## src/rtl/fpgm_pkg.sv

```systemverilog
package fpgm_pkg;

    typedef enum logic [2:0] {
        S_IDLE,
        S_CMD,
        S_POLL_RD,
        S_POLL_CHK,
        S_RECHK_RD,
        S_RECHK_CHK,
        S_RST_WR
    } fpgm_state_e;

    localparam int NCMD = 4;
    localparam int STEP_W = $clog2(NCMD);

    localparam logic [7:0] CODE_UNLK1 = 8'hAA;
    localparam logic [7:0] CODE_UNLK2 = 8'h55;
    localparam logic [7:0] CODE_PROG  = 8'hA0;
    localparam logic [7:0] CODE_RESET = 8'hF0;

    localparam int BIT_DONE = 7;
    localparam int BIT_TMO  = 5;

endpackage

```

## src/rtl/fpgm_cmd_gen.sv

```systemverilog
module fpgm_cmd_gen
    import fpgm_pkg::*;
#(
    parameter int AW = 16,
    parameter int DW = 16,
    parameter logic [AW-1:0] UNLK_A = 'hAAAA,
    parameter logic [AW-1:0] UNLK_B = 'h5554
) (
    input  logic [STEP_W-1:0] step,
    input  logic [AW-1:0]     tgt_addr,
    input  logic [DW-1:0]     tgt_data,
    output logic [AW-1:0]     cmd_addr,
    output logic [DW-1:0]     cmd_data
);
    always_comb begin
        case (step)
            STEP_W'(0): begin
                cmd_addr = UNLK_A;
                cmd_data = DW'(CODE_UNLK1);
            end
            STEP_W'(1): begin
                cmd_addr = UNLK_B;
                cmd_data = DW'(CODE_UNLK2);
            end
            STEP_W'(2): begin
                cmd_addr = UNLK_A;
                cmd_data = DW'(CODE_PROG);
            end
            default: begin
                cmd_addr = tgt_addr;
                cmd_data = tgt_data;
            end
        endcase
    end
endmodule

```

## src/rtl/fpgm_poll_eval.sv

```systemverilog
module fpgm_poll_eval
    import fpgm_pkg::*;
#(
    parameter int DW = 16
) (
    input  logic [DW-1:0] status,
    input  logic          exp_bit,
    output logic          match,
    output logic          tmo
);
    logic unused_status;
    assign unused_status = ^status;
    assign match = (status[BIT_DONE] == exp_bit);
    assign tmo   = status[BIT_TMO];
endmodule

```

## src/rtl/fpgm_seq.sv

```systemverilog
module fpgm_seq
    import fpgm_pkg::*;
#(
    parameter int AW = 16,
    parameter int DW = 16,
    parameter int POLL_LIMIT = 1024,
    parameter logic [AW-1:0] UNLK_A = 'hAAAA,
    parameter logic [AW-1:0] UNLK_B = 'h5554
) (
    input  logic          clk,
    input  logic          rst_n,
    input  logic          req_valid_i,
    output logic          req_ready_o,
    input  logic [AW-1:0] req_addr_i,
    input  logic [DW-1:0] req_data_i,
    output logic          done_o,
    output logic          fail_o,
    output logic          rej_o,
    output logic          fl_we_o,
    output logic          fl_re_o,
    output logic [AW-1:0] fl_addr_o,
    output logic [DW-1:0] fl_wdata_o,
    input  logic [DW-1:0] fl_rdata_i
);
    localparam int CW = $clog2(POLL_LIMIT + 1);

    typedef struct packed {
        fpgm_state_e        state;
        logic [STEP_W-1:0]  step;
        logic [AW-1:0]      tgt_addr;
        logic [DW-1:0]      tgt_data;
        logic [CW-1:0]      cnt;
        logic               done;
        logic               fail;
        logic               rej;
    } seq_t;

    seq_t q, d;

    logic [AW-1:0] cmd_addr;
    logic [DW-1:0] cmd_data;
    logic          st_match;
    logic          st_tmo;

    fpgm_cmd_gen #(
        .AW(AW), .DW(DW), .UNLK_A(UNLK_A), .UNLK_B(UNLK_B)
    ) u_cmd (
        .step     (q.step),
        .tgt_addr (q.tgt_addr),
        .tgt_data (q.tgt_data),
        .cmd_addr (cmd_addr),
        .cmd_data (cmd_data)
    );

    fpgm_poll_eval #(.DW(DW)) u_eval (
        .status  (fl_rdata_i),
        .exp_bit (q.tgt_data[BIT_DONE]),
        .match   (st_match),
        .tmo     (st_tmo)
    );

    always_comb begin
        d      = q;
        d.done = 1'b0;
        d.fail = 1'b0;
        d.rej  = 1'b0;
        case (q.state)
            S_IDLE: begin
                if (req_valid_i) begin
                    if (req_addr_i[0]) begin
                        d.rej = 1'b1;
                    end else begin
                        d.state    = S_CMD;
                        d.step     = '0;
                        d.tgt_addr = req_addr_i;
                        d.tgt_data = req_data_i;
                        d.cnt      = '0;
                    end
                end
            end
            S_CMD: begin
                if (q.step == STEP_W'(NCMD - 1)) d.state = S_POLL_RD;
                else                             d.step  = q.step + 1'b1;
            end
            S_POLL_RD: begin
                d.cnt   = q.cnt + 1'b1;
                d.state = S_POLL_CHK;
            end
            S_POLL_CHK: begin
                if (st_match) begin
                    d.done  = 1'b1;
                    d.state = S_IDLE;
                end else if (st_tmo) begin
                    d.state = S_RECHK_RD;
                end else if (q.cnt == CW'(POLL_LIMIT)) begin
                    d.state = S_RST_WR;
                end else begin
                    d.state = S_POLL_RD;
                end
            end
            S_RECHK_RD: d.state = S_RECHK_CHK;
            S_RECHK_CHK: begin
                if (st_match) begin
                    d.done  = 1'b1;
                    d.state = S_IDLE;
                end else begin
                    d.state = S_RST_WR;
                end
            end
            S_RST_WR: begin
                d.fail  = 1'b1;
                d.state = S_IDLE;
            end
            default: d.state = S_IDLE;
        endcase
    end

    always_ff @(posedge clk or negedge rst_n) begin
        if (!rst_n) begin
            q <= '{state: S_IDLE, default: '0};
        end else begin
            q <= d;
        end
    end

    assign req_ready_o = (q.state == S_IDLE);
    assign done_o      = q.done;
    assign fail_o      = q.fail;
    assign rej_o       = q.rej;
    assign fl_we_o     = (q.state == S_CMD) || (q.state == S_RST_WR);
    assign fl_re_o     = (q.state == S_POLL_RD) || (q.state == S_RECHK_RD);
    assign fl_addr_o   = (q.state == S_CMD) ? cmd_addr : q.tgt_addr;
    assign fl_wdata_o  = (q.state == S_CMD)    ? cmd_data :
                         (q.state == S_RST_WR) ? DW'(CODE_RESET) : '0;

    p_first_write_r1: assert property (@(posedge clk) disable iff (!rst_n)
        (req_valid_i && req_ready_o && !req_addr_i[0]) |=>
            (fl_we_o && fl_addr_o == UNLK_A && fl_wdata_o == DW'(CODE_UNLK1)));

    p_odd_refused_r2: assert property (@(posedge clk) disable iff (!rst_n)
        (req_valid_i && req_ready_o && req_addr_i[0]) |=>
            (rej_o && !fl_we_o && !fl_re_o && req_ready_o));

    p_strobe_excl_r3: assert property (@(posedge clk) disable iff (!rst_n)
        !(fl_we_o && fl_re_o));

    p_read_addr_r4: assert property (@(posedge clk) disable iff (!rst_n)
        fl_re_o |-> (fl_addr_o == q.tgt_addr && !fl_addr_o[0]));

    p_done_match_r5: assert property (@(posedge clk) disable iff (!rst_n)
        done_o |-> ($past(fl_rdata_i[BIT_DONE]) == q.tgt_data[BIT_DONE]));

    p_fail_after_reset_r7: assert property (@(posedge clk) disable iff (!rst_n)
        fail_o |-> ($past(fl_we_o) && $past(fl_wdata_o) == DW'(CODE_RESET)));

    p_poll_bound_r8: assert property (@(posedge clk) disable iff (!rst_n)
        q.cnt <= CW'(POLL_LIMIT));

    p_busy_until_end_r9: assert property (@(posedge clk) disable iff (!rst_n)
        (done_o || fail_o) |-> $past(!req_ready_o));

endmodule

```

## config.mk

```make
export PLATFORM = sky130hd
export DESIGN_NAME = fpgm_seq
export DESIGN_NICKNAME = d
export VERILOG_FILES = /design/src/rtl/fpgm_pkg.sv /design/src/rtl/fpgm_cmd_gen.sv /design/src/rtl/fpgm_poll_eval.sv /design/src/rtl/fpgm_seq.sv
export SDC_FILE = /design/constraint.sdc
export NUM_CORES = 1
export LEC_CHECK = 0
export BUFFER_PORTS_ARGS = -buffer_cell sky130_fd_sc_hd__clkbuf_2
export CAP_MARGIN = 20
export CORE_MARGIN = 3
export CORE_UTILIZATION = 55
export CTS_BUF_LIST = sky130_fd_sc_hd__clkbuf_16
export CTS_CLUSTER_SIZE = 28
export DETAILED_ROUTE_END_ITERATION = 12
export GPL_ROUTABILITY_DRIVEN = 0
export PLACE_DENSITY = 0.93
export SETUP_SLACK_MARGIN = 0.05
export SKIP_CTS_REPAIR_TIMING = 1
export SYNTH_ARGS = -nofsm -noshare
export SYNTH_HDL_FRONTEND = slang
export SYNTH_HIERARCHICAL = 1
export SYNTH_SLANG_ARGS = --single-unit
export TNS_END_PERCENT = 10
```

## constraint.sdc

```tcl
create_clock -name clk -period 3.02 [get_ports clk]
set_input_delay 0.755 -clock clk [delete_from_list [all_inputs] [get_ports clk]]
set_output_delay 0.755 -clock clk [all_outputs]
set_load 0.005 [all_outputs]
```

* Word-level counts from Yosys, hierarchy flattened
Cells that the tools add are included.
** Word-level totals
- Register bits after elaboration :: 50
- Bits of input ports :: 51
- Output and inout port bits :: 38
- Word-level logic and storage cells :: 60
** Operators by class
- $add $sub $neg :: 2
- Equal/unequal tests :: 15
- Multiplexer cells :: 22
- Bitwise gates (word level) :: 1
- Reduce and logical (&&, ||, !) cells :: 12
** Operators by type and width (number)
- 48-bit 2-to-1 mux :: 2
- 16-bit one-hot mux with 3 select lines :: 1
- 16-bit 2-to-1 mux :: 2
- 16-bit one-hot mux with 2 select lines :: 1
- 11-bit one-hot mux with 2 select lines :: 1
- 3-bit one-hot mux with 6 select lines :: 1
- 3-bit 2-to-1 mux :: 5
- 11-bit by 1-bit adder with 11-bit output (second input constant) :: 1
- 11-bit == test (second input constant) :: 1
- 3-bit == test (second input constant) :: 3
- 3-bit AND reduction :: 3
- 8-bit 2-to-1 mux :: 1
- 2-bit != test (second input constant) :: 4
- 3-bit by 2-bit == test with 1-bit output (second input constant) :: 2
- 1-bit 2-to-1 mux :: 6
- 2-bit == test (second input constant) :: 2
- 2-bit one-hot mux with 2 select lines :: 1
- 4-bit AND reduction :: 1
- 2-bit nonzero test :: 2
- 2-bit OR reduction :: 2
- 3-bit by 1-bit == test with 1-bit output (second input constant) :: 1
- 3-bit logical NOT :: 1
- 2-bit by 1-bit adder with 2-bit output (second input constant) :: 1
- 2-bit by 1-bit == test with 1-bit output (second input constant) :: 1
- other kinds (5) :: 6

* Longest topological paths before layout
Gate-level depths: netlist of run 1.
- Word-level depth :: 5
- Depth in mapped cells :: 6

* Hierarchy
Netlist of run 1, hierarchy kept.
** By module, submodules not included
- fpgm_seq :: times used 1, cells each 202, area each 2518.7 um^2
- fpgm_cmd_gen :: times used 1, cells each 61, area each 340.3 um^2
- fpgm_poll_eval :: times used 1, cells each 2, area each 16.3 um^2

* Worst setup path after synthesis of run 1
OpenSTA, ideal clock, no wires.
- Kind :: flip-flop to output port
- Start point :: reg q[49] (netlist bit)
- End point :: out fl_addr_o[13]
- Data arrival time :: 1304 ps
- Required time :: 2265 ps
- Slack :: 961 ps
- Cell stages (with the launch flop) :: 4
- Buffers on the path :: 1
- Cells stage by stage :: dfrtp_1 > nor3b_4 > buf_2 > mux2_2
** On the way
- Longest elaborated chain between the ends :: 2
** RTL lines
- start, declared :: line fpgm_seq.sv:38 : seq_t q, d;
- start signal, assigned :: line fpgm_seq.sv:120 : q <= '{state: S_IDLE, default: '0};
- start signal, assigned :: line fpgm_seq.sv:122 : q <= d;
- 3-bit by 1-bit == test with 1-bit output :: line fpgm_seq.sv:132 : assign fl_addr_o = (q.state == S_CMD) ? cmd_addr : q.tgt_addr;
- 16-bit 2-to-1 mux :: line fpgm_seq.sv:132
- end, declared :: line fpgm_seq.sv:21 : output logic [AW-1:0] fl_addr_o,
No other way between the ends.

* Worst setup path in the final report of run 1
- Start point :: reg q[49] (netlist bit)
- End point :: out fl_addr_o[1]
Same word-level chain as after synthesis.

==> metrics, run 1 <==
CP top delay family flip-flops; final HPWL from detailed placement 4410 um; Worst EP required 2.26 ns; Area Overhead vs Synth 18.8%; share of post-route cells with drive strength above 1 44.0%; Distinct cells, synth 39; Max Buffers Root-to-Sink 2; area of the multi-input gates 1430 sq um; # Max-Cap Violations 0; critical hold path startpoint q[20]$_DFFE_PN0P_; Synth async-reset ratio 100%; initial antenna violation count 0; Congestion Overflow GR 0; CTS Sinks 50; power per cell area 990 nW/um^2; slowest stage delay, CP 0.57 ns; CP Cell Sequence nor3b_4, buf_4, mux2_2, clkbuf_2; cells after synthesis 265; die area 6130 sq um; Placement Cell Area 3250 sq um; CP Launch Type register; RSZ-0062 raised after global routing false; design area 3410 sq um; leak pwr 0.00172 uW; root buffer cell clkbuf_16; Yosys warnings 6; most frequent cells in the layout 73 x clkbuf_2, 50 x dfrtp_1, 46 x mux2_2, 23 x nand2_1, 16 x inv_1; nets 387; 1st-iter DRT viols ~200; fin crit share 91.5%; row cnt 25; drt drc 0; status finished clean; vias in the first global route about 2,200; worst vdd ir ~0.48 mV; Slew Limit Headroom 58.0%; Hold Path Class register to register; #FFs+latches synth 50; Core Util, Final 70.0%; CTS tree yes; worst path bufs/invs 2; commonest non-fill, non-tap cell in the layout clkbuf_2; Die Y-Extent 78.3 um; crit path max-delay cell type dfrtp_1; RR Startpoint q[49]$_DFFE_PN0P_; average routed wire per standard cell about 16 um; skew final 0.00449 ns; initial core utilization 58.9%; Vias 2,239; Setup violations, final 0; Fill cells between 300 and 400; # IOs 89; Total Power between 3000 and 4000 uW; critical path class register to output pin; H-tree Lvls 2; number of synthesized flops with an enable pin 0; All-Layer GR Usage between 20% and 30%; Mapped Area 2880 sq um; Die X-Extent 78.3 um; largest net degree at the start of global routing between 50 and 60; Syn Nets 319; First-pass DRT Iterations 6; Ant. Diodes 0; CP Launch Point q[49]$_DFFE_PN0P_; drt via density around 5.6; endpoint class of the critical path output pin; number of buffers created by CTS 5; clock-pin slew on the worst setup and hold paths 0.06 ns; ys flop type dfrtp_1; Slew Limit Fails 0; WL final 6480 um; min Tclk post-route 2.76 ns; clk_lat worst skew 0.29 ns; Slew @ Worst Pin 0.630 ns; f_max 362 MHz; Crit Path Max Fanout 33; port bufs 73; first-pass GRT wire length between 10,000 and 15,000 um; final-report hold violation count 0; Mean Syn Cell Area 10.9 sq um; core area just under 5000 sq um; Seq. cell area ~1300 sq um; setup_tns 0 ns; antenna-violating nets left 0; Seq/Total Area, Yosys 43.5%; crit path DAT ~2 ns
-- through the flow --
| stage | cells | setup slack, ns | hold slack (ns) |
|---|---|---|---|
| after floorplan | 265 | 0.961 | 0.458 |
| after global placement | 393 | 0.588 | 0.469 |
| after detailed placement | 393 | 0.583 | 0.481 |
| after CTS | 401 | 0.254 | 0.497 |
| after global routing | 401 | 0.132 | 0.515 |
| final | 401 | 0.258 | 0.496 |
-- cell type report --
class | instances | area share [%]
inverter | 15 | 1.65
sequential | 50 | 36.6
clock buffer | 5 | 3.66
tap | 67 | 2.46
timing repair buffer | 80 | 12.6
clock inverter | 3 | 1.21
multi-input combinational | 181 | 41.8
-- cell families after synthesis --
kind of cell / Yosys count / synth area share (%)
AND/OR/NAND/NOR: 83 / 16.7
flip-flops: 50 / 43.5
multiplexers: 48 / 18.8
AO/OA/AOI/OAI: 37 / 9.92
buffers and inverters: 34 / 6.92
XOR/XNOR: 9 / 2.74
adder cells (fa/ha/maj): 3 / 1.31
other: 1 / 0.130
-- registers in the layout, indices dropped and copies added (netlist names) --
signal and cells:
fail_o 1, done_o 1, q 47, rej_o 1
-- path summary, 6_finish.rpt --
path | slack (ns) | cells past startpoint | end
max reg2reg | 0.88 | 4 | q[31]$_DFFE_PN0P_
min in group asynchronous | 0.57 | 2 | q[22]$_DFFE_PN0P_
min reg2reg | 0.50 | 1 | q[20]$_DFFE_PN0P_
max in group asynchronous | 2.02 | 2 | q[3]$_DFFE_PN0P_
max | 0.26 | 4 | fl_addr_o[1]
min | 0.50 | 1 | q[20]$_DFFE_PN0P_
-- metal layers --
metal / vias to the layer above / routed length, um / global-route usage [%]
met5: - / 0 / 0
met4: 0 / 168 / 9.09
met3: 18 / 392 / 4.93
met2: 96 / 3170 / 36.6
met1: 1075 / 2750 / 27.8
li1: 1050 / - / -
-- Yosys cell counts, types with 4 or more instances --
| cell type | n | area share, % |
|---|---|---|
| a21o_1 | 4 | 1.0 |
| xor2_1 | 7 | 2.1 |
| dfrtp_1 | 50 | 44 |
| buf_6 | 5 | 2.0 |
| nand2_1 | 23 | 3.0 |
| and3_1 | 14 | 3.0 |
| inv_1 | 15 | 2.0 |
| and2_1 | 14 | 3.0 |
| buf_4 | 7 | 1.8 |
| a21boi_2 | 6 | 2.3 |
| mux2_2 | 46 | 18 |
| o21ai_0 | 8 | 1.4 |
| nor2_1 | 12 | 1.6 |
| o211ai_1 | 4 | 1.0 |
| buf_2 | 6 | 1.0 |
| a21boi_1 | 5 | 1.3 |
-- power by group --
part           internal [uW]  switching (uW)  leakage (uW)
Combinational            850             760       0.00101
Clock                    388             234     0.0000812
Sequential               933             216      0.000624
Total                   2170            1210       0.00172
Note: power is estimated with default switching activity, not from simulation.
==> run 2, diff against run 1 <==
- ABC_AREA: default -> 1
- CORE_UTILIZATION: 55 -> 56
- SETUP_SLACK_MARGIN: 0.05 -> 0.2
==> run 2 against run 1 <==
  * Clock power is 3% higher
  * Synthesized cell count grew 72%
  * First-iteration DRC count is 1.0% higher
  * Die area increased by 4.2%
  * Final cell count is 47% higher
  * Critical path type unchanged
  * Largest power group unchanged
  * Highest routed layer unchanged
==> metrics, run 2 <==
port bufs 73 (unchanged); most frequent cells in the layout 202 x nand2_1, 73 x clkbuf_2, 65 x nand3_1, 50 x dfrtp_1, 45 x inv_1 (was 73 x clkbuf_2, 50 x dfrtp_1, 46 x mux2_2, 23 x nand2_1, 16 x inv_1); root buffer cell clkbuf_16 (unchanged); first-pass GRT wire length 12,500 um (was 10,700 um); core area 5200 sq um (was 4880 sq um); Hold Path Class input port to asynchronous set/reset pin (was register to register); synth cell count leaders 202 x nand2_1, 65 x nand3_1, 50 x dfrtp_1 (was 50 x dfrtp_1, 46 x mux2_2, 23 x nand2_1); Die Y-Extent 79.9 um (was 78.3 um); RSZ-0062 raised after global routing false (unchanged); endpoint class of the critical path output pin (unchanged); Synth async-reset ratio 100% (unchanged); worst vdd ir 0.394 mV (was 0.478 mV); Slew Limit Fails 0 (unchanged); Yosys warnings 6 (unchanged); worst path bufs/invs 4 (was 2); Slew Limit Headroom 64.7% (was 58.0%); average routed wire per standard cell 12.5 um (was 16.2 um); Die X-Extent 79.9 um (was 78.3 um); Mapped Area 3060 sq um (was 2880 sq um); First-pass DRT Iterations 5 (was 6); # Max-Cap Violations 0 (unchanged); crit path max-delay cell type dfrtp_1 (unchanged); post-synth top area share 40.9% (was 43.5%); crit path DAT 1.88 ns (was 2.01 ns); antenna-violating nets left 0 (unchanged); # IOs 89 (unchanged); r2r worst-path depth 6 (was 4); All-Layer GR Usage 24.5% (was 22.0%); Crit Path Max Fanout 30 (was 33); CP Launch Point q[48]$_DFFE_PN0P_ (was q[49]$_DFFE_PN0P_); share of post-route cells with drive strength above 1 20.0% (was 44.0%); Comb power frac 47.8% (was 47.6%); power share of the clock group 18.8% (was 18.4%); leak pwr 0.00212 uW (was 0.00172 uW); Vias 3,050 (was 2,239); CTS Sinks 50 (unchanged); initial core utilization 58.8% (was 58.9%); CTS tree yes (unchanged); status finished clean (unchanged); vias in the first global route 2,887 (was 2,239); final-report hold violation count 0 (unchanged); number of synthesized flops with an enable pin 0 (unchanged); skew final 0.00633 ns (was 0.00449 ns); f_max 379 MHz (was 362 MHz); Mean Syn Cell Area 6.71 sq um (was 10.9 sq um); Syn Nets 510 (was 319); FF-to-FF End q[47]$_DFFE_PN0P_ (was q[31]$_DFFE_PN0P_); Max Buffers Root-to-Sink 2 (unchanged); largest net degree at the start of global routing 35 (was 51); clock-pin slew on the worst setup and hold paths 0.07 ns (was 0.06 ns); ys flop type dfrtp_1 (unchanged); fin crit share 87.4% (was 91.5%); number of buffers created by CTS 5 (unchanged); commonest non-fill, non-tap cell in the layout nand2_1 (was clkbuf_2); power per cell area 952 nW/um^2 (was 990 nW/um^2); WL final 7340 um (was 6480 um); Seq/Total Area, Yosys 40.9% (was 43.5%); Setup violations, final 0 (unchanged); #FFs+latches synth 50 (unchanged); final HPWL from detailed placement 5150 um (was 4410 um); min Tclk post-route 2.64 ns (was 2.76 ns); die area 6390 sq um (was 6130 sq um); cells after synthesis 456 (was 265); register with the most flip-flops q (unchanged); Worst EP required 2.26 ns (about the same); Ant. Diodes 0 (unchanged); clk_lat worst skew 0.28 ns (was 0.29 ns); nets 572 (was 387); H-tree Lvls 2 (unchanged); max reg flops 47 (unchanged); RR Startpoint q[49]$_DFFE_PN0P_ (unchanged); flop2flop setup slack 1.33 ns (was 0.88 ns); drt via density 5.18 (was 5.58); Psw 1500 uW (was 1210 uW); synth top area cells dfrtp_1 41%, nand2_1 25%, nand3_1 11%, inv_1 5.5%, nor2_1 4.0% (was dfrtp_1 44%, mux2_2 18%, and2_1 3.0%, and3_1 3.0%, nand2_1 3.0%); critical path class register to output pin (unchanged); switching part of the total 44.3% (was 35.8%); Setup crit end fl_addr_o[15] (was fl_addr_o[1]); Internal 1890 uW (was 2170 uW); CP Cell Sequence inv_2, nor3_4, buf_4, inv_2, nand2_1, nand2_1, clkbuf_2 (was nor3b_4, buf_4, mux2_2, clkbuf_2); CP top delay family buffers and inverters (was flip-flops); Congestion Overflow GR 0 (unchanged); post-synth top area cell dfrtp_1 (unchanged); slowest stage delay, CP 0.44 ns (was 0.57 ns); Slew @ Worst Pin 0.529 ns (was 0.630 ns); Area Overhead vs Synth 16.2% (was 18.8%); top-count cell post-synth nand2_1 (was dfrtp_1); Distinct cells, synth 29 (was 39); setup_tns 0 ns (unchanged); total stage count of the critical path 7 (was 4); initial antenna violation count 0 (unchanged); row cnt 26 (was 25); Total Power 3390 uW (was 3380 uW); CP Launch Type register (unchanged); drt drc 0 (unchanged); Flop pwr share 33.4% (was 34.0%); 1st-iter DRT viols 200 (was 198)
-- run 2: changes by cell type in the layout (fill, tap and decap cells not counted), sizes merged, moves of 7 or more --
cell	change
and3	-14
nand3	+63
a21boi	-11
mux2	-48
and2	-14
inv	+35
xor2	-7
nor2	+23
nand2	+184
-- run 2: worst min path at each step --
stage / start / to / slack [ns] / cells past startpoint
final: rst_n / q[26]$_DFFE_PN0P_ / 0.43 / 1
after global routing: rst_n / q[7]$_DFFE_PN0P_ / 0.47 / 1
after CTS: rst_n / q[26]$_DFFE_PN0P_ / 0.44 / 1
after detailed placement: q[22]$_DFFE_PN0P_ / q[22]$_DFFE_PN0P_ / 0.46 / 2
after global placement: q[19]$_DFFE_PN0P_ / q[19]$_DFFE_PN0P_ / 0.45 / 2
after floorplan: q[22]$_DFFE_PN0P_ / q[22]$_DFFE_PN0P_ / 0.44 / 2
-- run 2: worst reg2reg max path: stages, from the launching register on --
cell	delay (ns)
dfrtp_1	0.46
nor2_2	0.18
nand2_2	0.11
inv_2	0.27
nand2_4	0.30
nand3_1	0.20
nand2_1	0.07
-- run 2: power by group through the flow --
stage | registers, uW | logic (uW) | clock network (uW)
after global routing | 1160 | 1860 | 670
final | 1130 | 1620 | 638
after global placement | 1110 | 1540 | 0
after floorplan | 1070 | 1210 | 0
after detailed placement | 1130 | 1600 | 0
after CTS | 1120 | 1610 | 653
-- run 2: kinds of logic after synthesis --
kind of cell	synth area share, %
simple gates	43.7
buf+inv	11.8
compound gates	2.33
other cells	0.122
flops	40.9
fa+ha+maj	1.23
-- run 2: routing by layer --
layer	wire, um	GRT usage, %	vias up	part of all wire, %
met3	462	3.72	12	6.3
met2	3630	42.2	118	49
met4	116	8.28	0	1.6
met5	0	0	-	0
met1	3130	31.2	1397	43
li1	-	-	1523	-
-- run 2: cell type report --
type,instances,area (sq um)
clock buffers,5,125
clock inverters,3,43.8
fillers,455,1650
inverters,50,190
multi-input cells,332,1450
flip-flops and latches,50,1250
well taps,70,87.6
repair buffers,79,410
-- run 2: per-stage QoR --
step	setup slack [ns]	std cells	util (%)	hold slack, ns	area, sq um
global placement	0.792	581	65.1	0.454	3390
CTS	0.416	589	68.4	0.443	3560
detailed placement	0.735	581	65.1	0.461	3390
finish	0.382	589	68.4	0.428	3560
global route	0.271	589	68.4	0.471	3560
floorplan	1.24	456	-	0.442	3060
==> run 3, diff against run 2 <==
- PLACE_DENSITY: 0.93 -> 0.85
- TNS_END_PERCENT: 10 -> 100
==> run 3 against run 2 <==
  * Critical path type unchanged
  * Non-clock buffer count is 1 higher
  * Clock skew shrank 0.0029 ns
  * Sequential cell count unchanged
  * Worst setup slack better by 0.20 ns
  * First-iteration DRC count down 13%
==> metrics, run 3 (synthesis gave the netlist of run 2 again) <==
clock-pin slew on the worst setup and hold paths 0.06 ns (was 0.07 ns); final-report hold violation count 0 (unchanged); CP Launch Type register (unchanged); largest net degree at the start of global routing 35 (unchanged); drt drc 0 (unchanged); critical path class register to output pin (unchanged); clk_lat worst skew 0.29 ns (was 0.28 ns); # Max-Cap Violations 0 (unchanged); Post-Route M1 WL 3040 um (was 3130 um); row cnt 26 (unchanged); crit path DAT 1.68 ns (was 1.88 ns); Hold Path End q[26]$_DFFE_PN0P_; Total Power 3250 uW (was 3390 uW); Core Util, Final 67.7% (was 68.4%); CTS tree yes (unchanged); drt via density 5.10 (was 5.18); power per cell area 921 nW/um^2 (was 952 nW/um^2); average routed wire per standard cell 12.2 um (was 12.5 um); Hold Path Class register to register (was input port to asynchronous set/reset pin); r2r worst-path depth 7 (was 6); status finished clean (unchanged); metal2 WL 3510 um (was 3630 um); Die Y-Extent 79.9 um (unchanged); Worst EP required 2.26 ns (about the same); min Tclk post-route 2.44 ns (was 2.64 ns); register with the most flip-flops q (unchanged); Setup violations, final 0 (unchanged); final HPWL from detailed placement 4900 um (was 5150 um); Die X-Extent 79.9 um (unchanged); critical hold path startpoint q[26]$_DFFE_PN0P_; max reg flops 47 (unchanged); Ant. Diodes 0 (unchanged); Vias 2,996 (was 3,050); worst vdd ir 0.421 mV (was 0.394 mV); Slew Limit Fails 0 (unchanged); WL final 7160 um (was 7340 um); nets 573 (was 572); port bufs 73 (unchanged); Max Buffers Root-to-Sink 2 (unchanged); Slew Limit Headroom 53.5% (was 64.7%); endpoint class of the critical path output pin (unchanged); f_max 410 MHz (was 379 MHz); skew final 0.00339 ns (was 0.00633 ns); core area 5200 sq um (unchanged); Slew @ Worst Pin 0.697 ns (was 0.529 ns); initial core utilization 58.8% (unchanged); H-tree Lvls 2 (unchanged); Area Overhead vs Synth 15.2% (was 16.2%); DR WL met3 515 um (was 462 um); RSZ-0062 raised after global routing false (unchanged); RR Startpoint q[49]$_DFFE_PN0P_ (unchanged); share of post-route cells with drive strength above 1 19.7% (was 20.0%); setup_tns 0 ns (unchanged); fin crit share 80.7% (was 87.4%); root buffer cell clkbuf_16 (unchanged); Congestion Overflow GR 0 (unchanged); die area 6390 sq um (unchanged); most frequent cells in the layout 202 x nand2_1, 73 x clkbuf_2, 65 x nand3_1, 50 x dfrtp_1, 45 x inv_1 (unchanged); # IOs 89 (unchanged); Hold Crit Depth 2; CTS Sinks 50 (unchanged); Fill cells 474 (was 455); initial antenna violation count 0 (unchanged); Crit Path Max Fanout 15 (was 30); number of buffers created by CTS 5 (unchanged); antenna-violating nets left 0 (unchanged); FF-to-FF End q[46]$_DFFE_PN0P_ (was q[47]$_DFFE_PN0P_); top layer in use met4 (unchanged); commonest non-fill, non-tap cell in the layout nand2_1 (unchanged); All-Layer GR Usage 23.3% (was 24.5%); flop2flop setup slack 1.12 ns (was 1.33 ns); first-pass GRT wire length 11,900 um (was 12,500 um); 1st-iter DRT viols 175 (was 200); leak pwr 0.00211 uW (was 0.00212 uW); vias in the first global route 2,689 (was 2,887); First-pass DRT Iterations 4 (was 5)
run 3: cell types whose count changed in the layout (fill, tap and decap cells not counted):
cell / delta
buf_4: +1
bufinv_16: -1
clkinv_1: +1
clkinv_2: -1
inv_6: -1
run 3: per-stage QoR:
stage	instance area, sq um	hold slack [ns]	cells	setup slack (ns)
6_report	3530	0.471	588	0.584
5_1_grt	3530	0.492	588	0.436
4_1_cts	3530	0.473	588	0.564
3_5_place_dp	3400	0.458	582	0.890
3_3_place_gp	3400	0.454	582	0.901
2_1_floorplan	3060	0.442	456	1.24
run 3: cell type report:
class | count | area [sq um] | area share (%)
clock inverter | 1 | 3.75 | 0.106
clock buffer | 5 | 125 | 3.55
timing repair buffer | 80 | 418 | 11.9
tap | 70 | 87.6 | 2.48
inverter | 50 | 190 | 5.39
sequential | 50 | 1250 | 35.5
multi-input combinational | 332 | 1450 | 41.1
run 3: metal layers:
layer	global-route usage (%)	up-vias
met5	0	-
met4	7.60	0
met3	3.95	10
met2	40.4	113
met1	29.4	1354
li1	-	1519
run 3: worst max path at each step:
| stage | from | to | slack, ns | depth (start not counted) |
|---|---|---|---|---|
| after global routing | q[46]$_DFFE_PN0P_ | fl_wdata_o[15] | 0.44 | 5 |
| final | q[47]$_DFFE_PN0P_ | fl_wdata_o[6] | 0.58 | 6 |
| after floorplan | q[49]$_DFFE_PN0P_ | fl_addr_o[10] | 1.24 | 5 |
| after CTS | q[46]$_DFFE_PN0P_ | fl_wdata_o[6] | 0.56 | 6 |
| after detailed placement | q[46]$_DFFE_PN0P_ | fl_wdata_o[6] | 0.89 | 6 |
| after global placement | q[46]$_DFFE_PN0P_ | fl_wdata_o[6] | 0.90 | 6 |
run 3: report_power, final:
part	total, uW	switching (uW)	internal, uW
Clock	521	226	295
Combinational	1580	999	583
Sequential	1140	232	911
Total	3250	1460	1790
run 3: worst max-delay path: stages, from the launching register on:
cell and delay, ns:
dfrtp_1 0.70, buf_4 0.30, nand3_1 0.09, nand2_1 0.07
nand2_1 0.06, nand2_1 0.07, clkbuf_2 0.10
